$ cat config.mk
export PLATFORM = sky130hd
export DESIGN_NAME = pbus_frame_writer
export DESIGN_NICKNAME = d
export VERILOG_FILES = /design/src/rtl/pbus_frame_writer.sv
export SDC_FILE = /design/constraint.sdc
export NUM_CORES = 1
export LEC_CHECK = 0
export BUFFER_PORTS_ARGS = -buffer_cell sky130_fd_sc_hd__buf_2
export CAP_MARGIN = 20
export CORE_ASPECT_RATIO = 1.75
export CORE_UTILIZATION = 45
export CTS_CLUSTER_SIZE = 8
export DETAILED_ROUTE_END_ITERATION = 7
export HOLD_SLACK_MARGIN = 0.03
export PLACE_DENSITY = 0.68
export SYNTH_ARGS = -nofsm -noshare
export SYNTH_HDL_FRONTEND = slang
export SYNTH_SLANG_ARGS = --single-unit
$ cat constraint.sdc
create_clock -name clk -period 2.1 [get_ports clk]
set_input_delay 0.315 -clock clk [delete_from_list [all_inputs] [get_ports clk]]
set_output_delay 0.315 -clock clk [all_outputs]
set_load 0.005 [all_outputs]
$ cat src/rtl/pbus_frame_writer.sv
module pbus_frame_writer #(
  parameter int DW    = 16,
  parameter int LEN_W = 16
) (
  input  logic             clk,
  input  logic             rst_n,
  input  logic [19:0]      cfg_word,
  input  logic             trig_mode,
  input  logic             trig_set,
  input  logic             irq_clr,
  input  logic [LEN_W-1:0] frame_words,
  input  logic [DW-1:0]    pix_data,
  input  logic             pix_valid,
  output logic             pix_ready,
  output logic             cs_n,
  output logic             wr_n,
  output logic             rs,
  output logic [DW-1:0]    db,
  output logic             busy,
  output logic             frame_done,
  output logic             irq_flag
);
  typedef enum logic [2:0] {S_IDLE, S_CSS, S_FETCH, S_WSU, S_ACT, S_HLD} st_t;

  st_t              st;
  logic [3:0]       tmr, css_l, wsu_l, act_l, hld_l;
  logic [LEN_W-1:0] left;
  logic [DW-1:0]    db_q;

  wire        unused_cfg = ^cfg_word[3:1];
  wire [3:0]  act_eff    = (cfg_word[11:8] == 4'd0) ? 4'd1 : cfg_word[11:8];
  wire        start      = cfg_word[0] && trig_mode && trig_set &&
                           (st == S_IDLE) && (frame_words != '0);
  wire        wend       = (st == S_ACT && tmr == 4'd0 && hld_l == 4'd0) ||
                           (st == S_HLD && tmr == 4'd0);

  always_ff @(posedge clk) begin
    if (!rst_n) begin
      st <= S_IDLE;
      tmr <= '0;
      css_l <= '0; wsu_l <= '0; act_l <= 4'd1; hld_l <= '0;
      left <= '0;
      db_q <= '0;
      frame_done <= 1'b0;
      irq_flag <= 1'b0;
    end else begin
      frame_done <= 1'b0;
      if (irq_clr) irq_flag <= 1'b0;
      case (st)
        S_IDLE: if (start) begin
          css_l <= cfg_word[19:16];
          wsu_l <= cfg_word[15:12];
          act_l <= act_eff;
          hld_l <= cfg_word[7:4];
          left  <= frame_words;
          if (cfg_word[19:16] != 4'd0) begin
            st  <= S_CSS;
            tmr <= cfg_word[19:16] - 4'd1;
          end else st <= S_FETCH;
        end
        S_CSS: if (tmr == 4'd0) st <= S_FETCH; else tmr <= tmr - 4'd1;
        S_FETCH: if (pix_valid) begin
          db_q <= pix_data;
          left <= left - 1'b1;
          if (wsu_l != 4'd0) begin
            st  <= S_WSU;
            tmr <= wsu_l - 4'd1;
          end else begin
            st  <= S_ACT;
            tmr <= act_l - 4'd1;
          end
        end
        S_WSU: if (tmr == 4'd0) begin
          st  <= S_ACT;
          tmr <= act_l - 4'd1;
        end else tmr <= tmr - 4'd1;
        S_ACT: if (tmr == 4'd0) begin
          if (hld_l != 4'd0) begin
            st  <= S_HLD;
            tmr <= hld_l - 4'd1;
          end
        end else tmr <= tmr - 4'd1;
        S_HLD: if (tmr != 4'd0) tmr <= tmr - 4'd1;
        default: st <= S_IDLE;
      endcase
      if (wend) begin
        if (left == '0) begin
          st <= S_IDLE;
          frame_done <= 1'b1;
          irq_flag <= 1'b1;
        end else st <= S_FETCH;
      end
    end
  end

  assign busy      = (st != S_IDLE);
  assign cs_n      = !busy;
  assign rs        = busy;
  assign wr_n      = (st != S_ACT);
  assign pix_ready = (st == S_FETCH);
  assign db        = db_q;


  wr_low_cs_chk: assert property (@(posedge clk) disable iff (!rst_n)
    !wr_n |-> !cs_n);

  db_hold_chk: assert property (@(posedge clk) disable iff (!rst_n)
    (!wr_n && $past(!wr_n)) |-> $stable(db));

  ready_gap_chk: assert property (@(posedge clk) disable iff (!rst_n)
    pix_ready |-> (!cs_n && wr_n));

  retrig_count_chk: assert property (@(posedge clk) disable iff (!rst_n)
    (busy && trig_set && !(pix_valid && pix_ready)) |=> $stable(left));

  done_flag_chk: assert property (@(posedge clk) disable iff (!rst_n)
    frame_done |-> (irq_flag && !busy && $past(busy)));
endmodule

==> results of run 1 <==
-- stage by stage --
stage	instance area, sq um	instances	worst slack [ns]	hold slack, ns
floorplan	3000	399	0.313	0.449
global placement	3550	554	0.105	0.440
detailed placement	3550	554	0.0356	0.443
CTS	3700	562	0.111	0.243
global route	3700	562	0.000368	0.247
finish	3700	562	0.126	0.253
-- state kept, by name, indices dropped and copies added, names as in the netlist --
signal / count
frame_done: 1
tmr: 4
hld_l: 4
wsu_l: 4
irq_flag: 1
act_l: 4
left: 16
db: 16
st: 3
-- worst reg2reg max path, stage by stage (launching register included) --
cell and delay [ns]:
dfxtp_1 0.34, or3b_1 0.43, buf_4 0.26, a2bb2oi_1 0.18
o21a_1 0.19, and2_1 0.21, a311oi_1 0.27
-- area by class of cell --
cell class | instances | area, sq um
Multi-Input combinational cell | 307 | 1770
Sequential cell | 53 | 1060
Tap cell | 82 | 103
Fill cell | 660 | 2790
Inverter | 17 | 65.1
Clock inverter | 2 | 13.8
Timing Repair Buffer | 95 | 558
Clock buffer | 6 | 139
-- metal layers --
layer / track usage / part of all wire / vias up
met5: 0 / 0 / -
met4: 0.130 / 0.033 / 0
met3: 0.0412 / 0.041 / 19
met2: 0.442 / 0.54 / 88
met1: 0.255 / 0.38 / 1423
li1: - / - / 1577
-- report_power, final --
group	switching, uW	total, uW	internal (uW)
logic	1200	2060	861
registers	130	1290	1160
clock network	377	852	475
total	1710	4200	2500
-- cells in the final DEF (no fill, tap or decap), types with 3 or more instances in the layout --
| cell | n |
|---|---|
| dfxtp_1 | 53 |
| inv_1 | 15 |
| ha_1 | 9 |
| a21o_1 | 4 |
| xnor2_1 | 7 |
| a21oi_1 | 53 |
| nand3_1 | 8 |
| a211oi_1 | 4 |
| nand2_1 | 67 |
| o21a_1 | 3 |
| nor3_1 | 14 |
| buf_12 | 3 |
| nor2_1 | 30 |
| nor2b_1 | 4 |
| clkbuf_16 | 5 |
| buf_2 | 77 |
| nor4_1 | 10 |
| nand4_1 | 5 |
| and2_1 | 3 |
| buf_4 | 15 |
| o22ai_1 | 4 |
| o21ai_0 | 27 |
| mux2i_1 | 9 |
| nor3b_1 | 5 |
-- final timing paths --
kind,startpoint,end,slack [ns],cells past startpoint
max,st[2]$_SDFFE_PN0P_,tmr[3]$_SDFFE_PN0P_,0.13,6
min,cfg_word[4],hld_l[0]$_SDFFE_PN0P_,0.25,3
max reg2reg,st[2]$_SDFFE_PN0P_,tmr[3]$_SDFFE_PN0P_,0.13,6
min reg2reg,db[5]$_SDFFE_PN0P_,db[5]$_SDFFE_PN0P_,0.45,2
-- cells by family (layout without fill, tap and decap cells) --
group / after synthesis / after routing / synth area share
simple gates: 162 / 162 / 0.259
fa+ha+maj: 9 / 9 / 0.0375
mux: 9 / 9 / 0.0300
compound gates: 119 / 119 / 0.236
buf+inv: 39 / 120 / 0.0596
xor+xnor: 8 / 8 / 0.0234
flops: 53 / 53 / 0.354
-- repair_timing --
action,in CTS,in global routing
hold endpoints to repair,0,0
gates resized for setup,0,2
hold buffers,0,0
setup endpoints to repair,0,2
==> flow_summary.ini, run 1 <==
[logic_synthesis]
syn-num-nets = 466
ys_seq_area_frac = 0.354
synth_edf_count = 0
synthesis.area_sq_mm = 0.00300
syn-instance-count = 399
synthArstFlopShare = 0
synth_area_leader_cell = dfxtp_1
synth_cell_types = 56
synth.avg_cell_area_sq_um = 7.52
synth_ff_type = dfxtp_1
yosysMostFrequentCell = nand2_1
synth_area_leaders = dfxtp_1, a21oi_1, nand2_1, o21ai_0, ha_1
netlist.area_leader.share = 0.354
synth_commonest_cells = nand2_1, a21oi_1, dfxtp_1, nor2_1, o21ai_0
yosysWarnings = 0
ys_ff_latch = 53

[clock_tree]
cts_tree = built
cts_setup_buffers = 0
clk_latency_ns = 0.29
numCtsBuffers = 5
cts_max_level = 2
cts_max_path_buffers = 2
clk_pin_slew_ns = 0.07
numClockSinks = 53
cts-root-buf = clkbuf_16

[setup_path]
crit_path_top_delay_cell = or3b_1
crit_required_ns = 2.29
max_stage_delay_ns = 0.43
critPathKind = reg -> reg
cp_top_family = simple AND/OR/NAND/NOR gates
arrival_ns = 2.16
end_kind = flop
critPathBufInv = 1
crit_path_start_kind = flop
path_cells = or3b_1, buf_4, a2bb2oi_1, o21a_1, and2_1, a311oi_1
cp_max_fo = 36

[cells_and_area]
diodes = 0
area_delta_synth_final_pct = 23.5
drive_gt1_frac = 0.235
nNetsFinal = 546
final_util = 0.571

[route]
drc = 0
drtPass1Iterations = 4
routed_via_density = 5.53
wl_per_cell_um = 14.3
ant_nets = 0
routed_wl_um = 8050
vias = 3107
drt_iter0_markers = 200

[run]
maxCapViolCount = 0

[timing]
rsz0062_at_grt = no
final.setup_skew_ns = 0.00438
clock.fmax_ghz = 0.507
slew_headroom = 0.644
setup_tns_ns = 0
finalHoldViolCount = 0
setup_viol = 0
worstMarginPinSlew_ns = 0.527
drv_slew = 0
min_period_over_period = 0.940
period_minus_slack_ns = 1.97

[grt]
grt_pass1_wl_um = 13100
grt_pass1_vias = 2905
grt_antenna_before_repair = 0
grt_max_degree = 37
overflow = 0
grt_util_all_layers = 0.240

[placed_design]
hpwl_um = 6150
gp_congestion = 0.970
io_buffers = 77

[die]
rows = 39
die_h_um = 110
die_x_um = 63.7
boundaryPins = 81
initial_core_util = 0.462
coreArea_sq_mm = 0.00649
die_area_sq_mm = 0.00701

[pwr]
p_leak_uw = 0.00158
finalPower_uw = 4200
power_density_mw_per_mm2 = 1130
vdd_drop_max_mv = 0.611

[min_path]
min-delay-path-class = in -> reg

[run_status]
status = finished clean
No activity file was read; power rests on OpenSTA's default activity.
==> run 2: changes to the inputs <==
- CORE_UTILIZATION: 45 -> 40
- PLACE_DENSITY: 0.68 -> 0.62
==> flow_summary.ini, run 2 (synthesized netlist as in run 1, its figures left out) <==
[run_status]
status = finished clean

[timing]
final.setup_skew_ns = 0.00954
rsz0062_at_grt = no
period_minus_slack_ns = 2.04
setup_tns_ns = 0
clock.fmax_ghz = 0.491
finalHoldViolCount = 0
worstMarginPinSlew_ns = 0.526
slew_headroom = 0.649
setup_viol = 0
drv_slew = 0
min_period_over_period = 0.970

[die]
die_x_um = 67.5
initial_core_util = 0.415
coreArea_sq_mm = 0.00723
die_area_sq_mm = 0.00786
die_h_um = 117
rows = 41
boundaryPins = 81

[clock_tree]
clk_pin_slew_ns = 0.07
numClockSinks = 53
cts-root-buf = clkbuf_16
numCtsBuffers = 5
cts_setup_buffers = 0
cts_tree = built
clk_latency_ns = 0.30
cts_max_level = 2
cts_max_path_buffers = 2

[setup_path]
end_kind = flop
crit_path_top_delay_cell = or3b_2
arrival_ns = 2.20
crit_path_start_kind = flop
critPathKind = reg -> reg
crit_required_ns = 2.26
r2r_setup_slack_ns = 0.06
cp_max_fo = 4
max_stage_delay_ns = 0.51
path_cells = inv_1, ha_1, or3b_2, nor3_1, a211oi_1, o21ai_0, a311oi_1
r2r-start = tmr[0]$_SDFFE_PN0P_
r2r_end = tmr[3]$_SDFFE_PN0P_
ff2ff_path_depth = 7

[cells_and_area]
nNetsFinal = 547
area_delta_synth_final_pct = 24.6
diodes = 0
fillers = 748
layout_common_cells = buf_2, nand2_1, a21oi_1, dfxtp_1, nor2_1
mostFrequentLayoutCell = buf_2
drive_gt1_frac = 0.239

[route]
drtPass1Iterations = 5
drc = 0
drt_iter0_markers = 108
routed_wl_um = 8290
routed_via_density = 5.50
ant_nets = 0
wl_per_cell_um = 14.6
vias = 3117

[grt]
grt_pass1_vias = 2903
overflow = 0
grt_util_all_layers = 0.219
grt_max_degree = 25
grt_pass1_wl_um = 13200
grt_antenna_before_repair = 0

[pwr]
power_density_mw_per_mm2 = 1160
finalPower_uw = 4330
vdd_drop_max_mv = 0.499
p_leak_uw = 0.00160

[min_path]
hold-path-cell-count = 3
holdCritStartpoint = pix_data[6]
whs_endpoint = db[6]$_SDFFE_PN0P_
min-delay-path-class = in -> reg

[run]
maxCapViolCount = 0

[placed_design]
hpwl_um = 6400
gp_congestion = 0.907
io_buffers = 77
## run 2: area by class of cell
type                            instances  area [sq um]  area share
Timing Repair Buffer                   96           566       0.151
Inverter                               17          65.1      0.0174
Clock inverter                          3          43.8      0.0117
Sequential cell                        53          1060       0.284
Multi-Input combinational cell        307          1770       0.474
Clock buffer                            5           125      0.0335
Tap cell                               86           108      0.0288
## run 2: worst max-delay path by stage
stage | start | end | slack [ns] | cells after the start
floorplan | tmr[0]$_SDFFE_PN0P_ | tmr[2]$_SDFFE_PN0P_ | 0.31 | 7
global placement | tmr[0]$_SDFFE_PN0P_ | tmr[2]$_SDFFE_PN0P_ | 0.06 | 7
detailed placement | tmr[0]$_SDFFE_PN0P_ | tmr[2]$_SDFFE_PN0P_ | 0.08 | 7
CTS | tmr[0]$_SDFFE_PN0P_ | tmr[2]$_SDFFE_PN0P_ | 0.07 | 7
global route | tmr[0]$_SDFFE_PN0P_ | tmr[3]$_SDFFE_PN0P_ | 0.04 | 7
finish | tmr[0]$_SDFFE_PN0P_ | tmr[3]$_SDFFE_PN0P_ | 0.06 | 7
## run 2: worst max-delay path: cells and delay by family (launching register included)
kind / cells / cell delay (ns)
AND/OR/NAND/NOR: 2 / 0.73
AO/OA/AOI/OAI: 3 / 0.55
flip-flops: 1 / 0.33
adder cells (fa/ha/maj): 1 / 0.19
buffers and inverters: 1 / 0.10
## run 2: where the power goes
part	switching (uW)	total, uW	internal, uW
clock network	392	958	565
registers	125	1290	1160
logic	1230	2090	864
total	1740	4330	2590
## run 2: what timing repair did
item,in CTS,in global routing
resized for setup,0,3
hold buffers,0,0
setup endpoints to repair,0,3
## run 2: per-layer routing
metal | global-route usage | routed length [um] | up-vias
met1 | 0.239 | 3270 | 1451
met2 | 0.396 | 4540 | 72
met5 | 0 | 0 | -
met3 | 0.0371 | 256 | 20
met4 | 0.104 | 233 | 0
li1 | - | - | 1574
## run 2: through the flow
stage	hold slack, ns	std cells	utilization	cell area [sq um]	worst slack (ns)
after floorplan	0.449	399	-	3000	0.313
after global placement	0.440	559	0.492	3560	0.0646
after detailed placement	0.444	559	0.492	3560	0.0786
after CTS	0.248	567	0.515	3730	0.0658
after global routing	0.244	567	0.517	3740	0.0445
final	0.249	567	0.517	3740	0.0628
==> run 3: changes to the inputs <==
- CELL_PAD_IN_SITES_DETAIL_PLACEMENT: unset -> 1
- CELL_PAD_IN_SITES_GLOBAL_PLACEMENT: unset -> 1
- CORE_UTILIZATION: 40 -> 38
- PLACE_DENSITY: 0.62 -> 0.79
- clock period: 2.1 -> 2.2 ns (I/O delays scaled with it)
==> flow_summary.ini, run 3 (synthesized netlist as in run 1, its figures left out) <==
[placed_design]
post-place-ws_ns = 0.114
dpl-instance-area_sq_mm = 0.00353
gp_congestion = 0.900
io_buffers = 77
hpwl_um = 7170

[route]
routed_via_density = 5.71
routed_wl_um = 9240
drtPass1Iterations = 4
drc = 0
wl_per_cell_um = 16.3
vias = 3236
drt_iter0_markers = 147
ant_nets = 0

[die]
boundaryPins = 81
die_x_um = 69.2
coreArea_sq_mm = 0.00762
rows = 42
die_area_sq_mm = 0.00827
die_h_um = 120
initial_core_util = 0.394

[run]
maxCapViolCount = 0

[pwr]
p_leak_uw = 0.00158
p_clk_frac = 0.219
vdd_drop_max_mv = 0.513
cellInternalPower_uw = 2460
power_frac_comb = 0.484
seq_power_share = 0.297
power_switching_uw = 1700
power_density_mw_per_mm2 = 1120
p_sw_frac = 0.409

[cells_and_area]
area_delta_synth_final_pct = 23.8
final_util = 0.487
final_area_sq_mm = 0.00371
mostFrequentLayoutCell = buf_2
drive_gt1_frac = 0.232
layout_common_cells = buf_2, nand2_1, a21oi_1, dfxtp_1, nor2_1
diodes = 0
nNetsFinal = 545
fillers = 994

[timing]
drv_slew = 0
setup_tns_ns = 0
min_period_over_period = 0.931
slew_headroom = 0.629
period_minus_slack_ns = 2.05
rsz0062_at_grt = no
worstMarginPinSlew_ns = 0.555
clock.fmax_ghz = 0.488
finalHoldViolCount = 0
setup_viol = 0
fin_ws_ns = 0.153
final.setup_skew_ns = 0.00686

[setup_path]
r2r-start = st[1]$_SDFFE_PN0P_
crit_path_start_kind = flop
max_stage_delay_ns = 0.42
crit_path_top_delay_cell = or3b_1
crit_required_ns = 2.40
critPathKind = reg -> reg
critPathBufInv = 1
path_cells = or3b_1, buf_4, a2bb2oi_1, o21a_1, and2_1, a311oi_1
cp_top_family = simple AND/OR/NAND/NOR gates
end_kind = flop
cp_max_fo = 36
arrival_ns = 2.25
critPathLaunch = st[1]$_SDFFE_PN0P_

[clock_tree]
cts_max_level = 2
numCtsBuffers = 5
clk_latency_ns = 0.30
clk_pin_slew_ns = 0.07
cts_max_path_buffers = 2
holdBufCountCts = 0
cts-root-buf = clkbuf_16
numClockSinks = 53
cts_tree = built

[grt]
grt_pass1_vias = 3310
grt_max_degree = 37
grt_util_all_layers = 0.229
grt_pass1_wl_um = 15200
overflow = 0
grt_antenna_before_repair = 0

[min_path]
holdCritStartpoint = pix_data[4]
min-delay-path-class = in -> reg

[run_status]
status = finished clean
-- run 3: cell count changes in the layout (fill, tap and decap cells not counted), sizes merged --
| cell | before | now |
|---|---|---|
| buf | 96 | 94 |
| clkbuf | 5 | 6 |
| inv | 17 | 16 |
-- run 3: worst paths after layout --
check,endpoint,slack (ns),cells past startpoint
max reg2reg,tmr[3]$_SDFFE_PN0P_,0.15,6
max,tmr[3]$_SDFFE_PN0P_,0.15,6
min reg2reg,db[7]$_SDFFE_PN0P_,0.46,2
min,db[4]$_SDFFE_PN0P_,0.27,3
-- run 3: layer usage --
metal / wire length [um] / GRT usage
met1: 3450 / 0.227
met2: 5260 / 0.450
met3: 248 / 0.0344
met4: 288 / 0.110
met5: 0 / 0
-- run 3: stage by stage --
stage          total power (uW)  instances  hold WS [ns]
6_report                   4160        567         0.266
5_1_grt                    4470        567         0.268
2_1_floorplan              2580        399         0.449
4_1_cts                    4180        567         0.262
3_3_place_gp               3180        559         0.439
3_5_place_dp               3240        559         0.450
-- run 3: area by class of cell --
cell class	instances	area (sq um)	share of cell area
clock buffer	6	129	0.0347
clock inverter	2	38.8	0.0104
inverter	17	65.1	0.0175
multi-input combinational	307	1770	0.477
sequential	53	1060	0.286
tap	88	110	0.0296
timing repair buffer	94	538	0.145
-- run 3: power groups by stage --
stage / clock (uW) / combinational, uW / sequential (uW)
finish: 910 / 2020 / 1240
global route: 974 / 2230 / 1260
CTS: 940 / 2010 / 1230
detailed placement: 0 / 1990 / 1260
global placement: 0 / 1930 / 1250
floorplan: 0 / 1360 / 1230
-- run 3: repair_timing --
action | CTS | global route
endpoints found under the setup margin | 0 | 1
setup buffers | 0 | 0
resized for setup | 0 | 2
-- run 3: worst register-to-register path, stage by stage (launching register included) --
cell,delay [ns]
dfxtp_1,0.39
or3b_1,0.42
buf_4,0.27
a2bb2oi_1,0.19
o21a_1,0.23
and2_1,0.24
a311oi_1,0.22
